[config.mk]
export PLATFORM = sky130hd
export DESIGN_NAME = pipe_hazard_ctrl
export DESIGN_NICKNAME = d
export VERILOG_FILES = /design/src/rtl/hzc_pkg.sv /design/src/rtl/hzc_tag_pipe.sv /design/src/rtl/hzc_operand_match.sv /design/src/rtl/hzc_stage_ctrl.sv /design/src/rtl/pipe_hazard_ctrl.sv
export SDC_FILE = /design/constraint.sdc
export NUM_CORES = 1
export LEC_CHECK = 0
export ABC_AREA = 1
export BUFFER_PORTS_ARGS = -buffer_cell sky130_fd_sc_hd__buf_4
export CAP_MARGIN = 20
export CORE_MARGIN = 5
export CORE_UTILIZATION = 43
export CTS_CLUSTER_DIAMETER = 60
export CTS_CLUSTER_SIZE = 25
export DETAILED_ROUTE_END_ITERATION = 8
export GPL_TIMING_DRIVEN = 0
export PLACE_DENSITY = 0.78
export SLEW_MARGIN = 20
export SYNTH_ARGS = -nofsm -noshare
export SYNTH_HDL_FRONTEND = slang
export SYNTH_SLANG_ARGS = --single-unit
export TNS_END_PERCENT = 30
[constraint.sdc]
create_clock -name clk -period 1.1 [get_ports clk]
set_input_delay 0.11 -clock clk [delete_from_list [all_inputs] [get_ports clk]]
set_output_delay 0.11 -clock clk [all_outputs]
set_load 0.005 [all_outputs]
[src/rtl/hzc_pkg.sv]
// Shared definitions for the hazard controller: bypass source codes and
// the layout of the tracked in-flight stages. Assumes three tracked stages.
package hzc_pkg;
    localparam int unsigned NUM_TRACKED = 3;  // ALU, memory, write-back
    localparam int unsigned NUM_SRC     = 2;  // two source operands
    localparam int unsigned SEL_W       = 2;

    typedef enum logic [SEL_W-1:0] {
        SRC_RF  = 2'd0,
        SRC_ALU = 2'd1,
        SRC_MEM = 2'd2,
        SRC_WB  = 2'd3
    } fwd_src_e;
endpackage

[src/rtl/hzc_tag_pipe.sv]
// Shadow of the destination tags held by the ALU, memory and write-back
// stages. Entry 0 is the ALU stage. The tags always advance, because the later
// stages never stall. A bubble or an invalid slot enters as a dead entry.
// An entry is live only if it writes a nonzero register.
module hzc_tag_pipe #(
    parameter int unsigned REG_AW = 5,
    parameter int unsigned DEPTH  = hzc_pkg::NUM_TRACKED
) (
    input  logic              clk,
    input  logic              rst_n,
    input  logic              in_valid,
    input  logic              in_we,
    input  logic              in_load,
    input  logic [REG_AW-1:0] in_dest,
    input  logic              insert_bubble,
    output logic              st_live [DEPTH],
    output logic [REG_AW-1:0] st_dest [DEPTH],
    output logic              head_load
);
    logic entry_live;

    // Decide whether the register-read slot enters the ALU stage as a producer.
    assign entry_live = in_valid & in_we & (in_dest != '0) & ~insert_bubble;

    // Track the load flag only for the ALU-stage entry.
    always_ff @(posedge clk) begin
        if (!rst_n) head_load <= 1'b0;
        else        head_load <= entry_live & in_load;
    end

    for (genvar k = 0; k < DEPTH; k++) begin : g_stage
        if (k == 0) begin : g_head
            // Load the ALU-stage tag from the register-read slot.
            always_ff @(posedge clk) begin
                if (!rst_n) begin
                    st_live[k] <= 1'b0;
                    st_dest[k] <= '0;
                end else begin
                    st_live[k] <= entry_live;
                    st_dest[k] <= in_dest;
                end
            end
        end else begin : g_tail
            // Move the tag of the next younger stage down.
            always_ff @(posedge clk) begin
                if (!rst_n) begin
                    st_live[k] <= 1'b0;
                    st_dest[k] <= '0;
                end else begin
                    st_live[k] <= st_live[k-1];
                    st_dest[k] <= st_dest[k-1];
                end
            end
        end
    end
endmodule

[src/rtl/hzc_operand_match.sv]
// Compares one source register against every tracked stage. It returns the
// bypass source of the youngest match, and flags a match with an ALU-stage
// load. Assumes stage index 0 is the youngest stage.
module hzc_operand_match #(
    parameter int unsigned REG_AW = 5,
    parameter int unsigned DEPTH  = hzc_pkg::NUM_TRACKED
) (
    input  logic              rd_valid,
    input  logic [REG_AW-1:0] src,
    input  logic              st_live [DEPTH],
    input  logic [REG_AW-1:0] st_dest [DEPTH],
    input  logic              head_load,
    output hzc_pkg::fwd_src_e sel,
    output logic              load_hit
);
    logic [DEPTH-1:0] hit;

    for (genvar k = 0; k < DEPTH; k++) begin : g_cmp
        // Equality compare against one stage's live destination.
        assign hit[k] = rd_valid & st_live[k] & (st_dest[k] == src);
    end

    // Walk from the oldest stage to the youngest, so the youngest match wins.
    always_comb begin
        sel = hzc_pkg::SRC_RF;
        for (int k = DEPTH - 1; k >= 0; k--) begin
            if (hit[k]) sel = hzc_pkg::fwd_src_e'(hzc_pkg::SEL_W'(k + 1));
        end
    end

    assign load_hit = hit[0] & head_load;
endmodule

[src/rtl/hzc_stage_ctrl.sv]
// Turns the per-operand load hits and the mispredict into the stage enables
// and the squash controls. A flush outranks a stall.
module hzc_stage_ctrl #(
    parameter int unsigned NSRC = hzc_pkg::NUM_SRC
) (
    input  logic [NSRC-1:0] load_hit,
    input  logic            mispredict,
    output logic            en_if,
    output logic            en_id,
    output logic            en_rd,
    output logic            bubble_alu,
    output logic            kill_id,
    output logic            kill_rd,
    output logic            redirect
);
    logic stall;

    // Allow a load-use stall only when no flush is pending.
    assign stall      = (|load_hit) & ~mispredict;
    assign en_if      = ~stall;
    assign en_id      = ~stall;
    assign en_rd      = ~stall;
    assign bubble_alu = stall | mispredict;
    assign kill_id    = mispredict;
    assign kill_rd    = mispredict;
    assign redirect   = mispredict;
endmodule

[src/rtl/pipe_hazard_ctrl.sv]
// Hazard interlock and bypass control for the register-read stage of an
// in-order pipeline. Assumes the datapath honours the enables and squash
// controls in the same cycle. Assumes br_mispredict refers to the branch
// that occupies the ALU stage.
module pipe_hazard_ctrl #(
    parameter int unsigned REG_AW = 5
) (
    input  logic              clk,
    input  logic              rst_n,
    input  logic              rd_valid,
    input  logic [REG_AW-1:0] rd_src_a,
    input  logic [REG_AW-1:0] rd_src_b,
    input  logic [REG_AW-1:0] rd_dest,
    input  logic              rd_we,
    input  logic              rd_is_load,
    input  logic              br_mispredict,
    output logic [1:0]        fwd_sel_a,
    output logic [1:0]        fwd_sel_b,
    output logic              en_if,
    output logic              en_id,
    output logic              en_rd,
    output logic              bubble_alu,
    output logic              kill_id,
    output logic              kill_rd,
    output logic              redirect
);
    localparam int unsigned DEPTH = hzc_pkg::NUM_TRACKED;
    localparam int unsigned NSRC  = hzc_pkg::NUM_SRC;

    logic              st_live  [DEPTH];
    logic [REG_AW-1:0] st_dest  [DEPTH];
    logic              head_load;
    logic [REG_AW-1:0] src_vec  [NSRC];
    hzc_pkg::fwd_src_e sel_vec  [NSRC];
    logic [NSRC-1:0]   load_hit;

    assign src_vec[0] = rd_src_a;
    assign src_vec[1] = rd_src_b;

    hzc_tag_pipe #(.REG_AW(REG_AW), .DEPTH(DEPTH)) u_tags (
        .clk          (clk),
        .rst_n        (rst_n),
        .in_valid     (rd_valid),
        .in_we        (rd_we),
        .in_load      (rd_is_load),
        .in_dest      (rd_dest),
        .insert_bubble(bubble_alu),
        .st_live      (st_live),
        .st_dest      (st_dest),
        .head_load    (head_load)
    );

    for (genvar s = 0; s < NSRC; s++) begin : g_opnd
        hzc_operand_match #(.REG_AW(REG_AW), .DEPTH(DEPTH)) u_match (
            .rd_valid (rd_valid),
            .src      (src_vec[s]),
            .st_live  (st_live),
            .st_dest  (st_dest),
            .head_load(head_load),
            .sel      (sel_vec[s]),
            .load_hit (load_hit[s])
        );
    end

    assign fwd_sel_a = sel_vec[0];
    assign fwd_sel_b = sel_vec[1];

    hzc_stage_ctrl #(.NSRC(NSRC)) u_ctrl (
        .load_hit  (load_hit),
        .mispredict(br_mispredict),
        .en_if     (en_if),
        .en_id     (en_id),
        .en_rd     (en_rd),
        .bubble_alu(bubble_alu),
        .kill_id   (kill_id),
        .kill_rd   (kill_rd),
        .redirect  (redirect)
    );
endmodule

==> impl_metrics.csv <==
group,metric,value,unit
outcome,status,"finished with violations",
placement,gp_congestion,0.9072,
drt,drc,0,
sta,setup_violations,10,
layout,fillers,230,
floorplanning,die_w,62.02,um
clock_tree,path_clk_slew,100,ps
drt,first_pass_iters,4,
global_route,grt_max_degree,11,
global_route,grt_pass1_vias,1134,
sta,rsz0062_at_grt,"yes",
global_route,grt_pass1_wl,4.623,mm
synthesis,yosysUniqueCellTypes,23,
layout,diodes,0,
hold_path,min_path_cells,3,
synthesis,synth_area,1164,um^2
synthesis,yosys_warnings,0,
global_route,grt.overflow.total,0,
synthesis,synth-async-reset-ratio,0,%
drt,vias_per_cell,4.669,
flow_run,drv_cap,0,
synthesis,synth.most_common_cell,"nand2_1",
drt,ant_nets,0,
power,power,0.001378,W
worst_setup_path,startpoint_type,"register",
power,peakVddDrop,0.6241,mV
layout,drive_above_1_share,36.48,%
sta,fin_crit,1599,ps
layout,area_growth,38.60,%
synthesis,ys_ff_latch,19,
synthesis,synth_top_cell_area_share,32.69,%
synthesis,ys.flop_type,"dfxtp_1",
global_route,antenna_found_initial,0,
clock_tree,clock_sinks,19,
power,leakage,0.9261,nW
sta,slew_viol_final,0,
clock_tree,cts_inserted_buffers,3,
synthesis,synth_edf_count,0,
worst_setup_path,cp.required,990,ps
worst_setup_path,r2r_slack,-140,ps
floorplanning,die-area,3846,um^2
global_route,grt_usage,16.47,%
sta,timing.max_slew.rel_slack,86.42,%
floorplanning,initial_utilization,46.13,%
placement,dp_hpwl,2.102,mm
clock_tree,clockRootBuffer,"clkbuf_4",
clock_tree,tritoncts,"yes",
sta,worst_clock_skew,1.276,ps
floorplanning,core-area,2522,um^2
sta,hold_viol,0,
synthesis,synth_nets,212,
hold_path,worstHoldStart,"rd_is_load",
drt,vias,1228,
sta,worst_pin_slew,203.7,ps
worst_setup_path,r2r_cells,10,
worst_setup_path,timing.rr.start,"u_tags.st_dest[13]",
sta,finalWorstSetupSlack,-498.8,ps
power,p_per_area,854.7,nW/um^2
layout,fin_cells,263,
sta,timing.fmax,0.6255,GHz
floorplanning,fp.dieH,62.02,um
hold_path,hold_end,"u_tags.head_load",
drt,wire_per_inst,10.71,um
worst_setup_path,timing.rr.end,"u_tags.st_live[2]",
clock_tree,clock_latency,300,ps
synthesis,ys_top_cells_by_area,"dfxtp_1 33%, nand2_1 20%, inv_1 13%",
synthesis,post_synth.cell_area_avg,6.092,um^2
synthesis,synth_common_cells,"61 x nand2_1, 41 x inv_1, 19 x dfxtp_1",
floorplanning,io_pins,32,
worst_setup_path,path_class,"register to output port",
placement,dp_cells,251,
placement,placed_area,1433,um^2
layout,nets,255,
clock_tree,htree_levels,1,
layout,stdcell_area,1613,um^2
synthesis,syn_inst,191,
floorplanning,rows,18,
drt,drt-total-wl,2.816,mm
drt,drt_iter0_markers,31,
worst_setup_path,endpoint_kind,"output port",
synthesis,synth-seq-area-share,32.69,%
hold_path,min_path_type,"input pin to register",
worst_setup_path,arrival,1490,ps
synthesis,yosysTopAreaCell,"dfxtp_1",
placement,numPortBuffers,30,
clock_tree,clk_path_buf_depth,2,
worst_setup_path,cp_max_fo,4,
outcome,failed_checks,"setup timing",
placement,dp_slack,-223.7,ps
sta,fin_crit_sh,145.3,%
==> per-stage QoR <==
step	util, %	hold WS [ps]	TNS (ps)
floorplan	-	203.4	0
detailed placement	56.80	299.8	-1056
CTS	62.45	25.48	-3594
finish	63.94	21.58	-3760
global route	63.94	43.31	-4521
global placement	56.80	298.6	-920.2
==> critical path, cell delays in order, from the launching register on <==
cell	delay, ps
dfxtp_2	370
inv_2	40
nand2_1	50
nand2_1	70
nor2_2	120
nand3_2	100
nand2_2	120
buf_6	100
nand2_2	60
nand2_2	70
buf_6	90
==> sequential cells by signal, indices dropped and copies added (netlist names) <==
register,count
u_tags.st_dest,15
u_tags.st_live,3
u_tags.head_load,1
==> layer usage <==
layer  part of all wire [%]  global-route usage (%)  routed length, um
met1                     44                   19.83               1243
met5                      0                       0                  0
met4                    2.7                   10.00                 76
met2                     48                   28.11               1352
met3                    5.1                   1.446                143
==> power by group <==
| group | internal [W] | switching [W] |
|---|---|---|
| Combinational | 0.000142 | 0.000152 |
| Clock | 0.000141 | 0.000204 |
| Sequential | 0.000713 | 0.0000253 |
| Total | 0.000997 | 0.000382 |
==> repair_timing <==
| action | 4_1_cts | 5_1_grt |
|---|---|---|
| endpoints found under the setup margin | 10 | 10 |
| pin swaps | 7 | 5 |
| resized for setup | 20 | 16 |
| cloned | 0 | 0 |
| buffers inserted | 3 | 0 |
| hold endpoints to repair | 5 | 0 |
| hold buffers | 5 | 0 |
==> area by class of cell <==
cell class              instances  area, um^2  share of cell area [%]
inverters                      47       176.4                   10.94
clock buffers                   4       26.28                   1.629
repair buffers                 38       316.6                   19.63
flip-flops and latches         19       400.4                   24.83
well taps                      30       37.54                   2.327
plain buffers                   7       55.05                   3.413
multi-input cells             118       600.6                   37.24
==> placed cells by master (no fill, tap or decap) <==
master / n
a21boi_1: 2
buf_6: 7
nand4_1: 4
nor2_1: 14
nor2_2: 5
dfxtp_4: 2
nor3_1: 2
inv_2: 10
a22o_1: 1
a21oi_1: 2
inv_1: 37
nand2_2: 7
o21ai_0: 1
nand3_4: 1
nand2_1: 58
clkbuf_4: 3
xor2_1: 2
o22ai_1: 4
buf_4: 31
xnor2_1: 3
nand3_2: 3
nor3_2: 2
dfxtp_1: 7
nand3_1: 3
nor2_4: 1
a21oi_2: 1
o21ai_1: 2
dfxtp_2: 10
clkbuf_1: 1
dlygate4sd3_1: 5
buf_2: 2
==> how the worst max path moves through the flow <==
stage,from,endpoint,slack (ps),cells after the start
final,u_tags.st_dest[13],bubble_alu,-500,10
after floorplan,u_tags.st_dest[11],en_if,4,8
after global routing,u_tags.st_dest[13],bubble_alu,-580,10
after detailed placement,u_tags.st_dest[11],en_if,-220,9
after CTS,u_tags.st_dest[12],en_if,-490,9
after global placement,u_tags.st_dest[11],en_rd,-210,9
==> cell families after synthesis <==
logic type | synth area share [%]
AOI/OAI and AO/OA | 6.773
xor gates and xnor gates | 3.764
buffers and inverters | 19.25
DFF | 32.69
and+or+nand+nor | 37.53
Power figures use the tool's default switching activity.
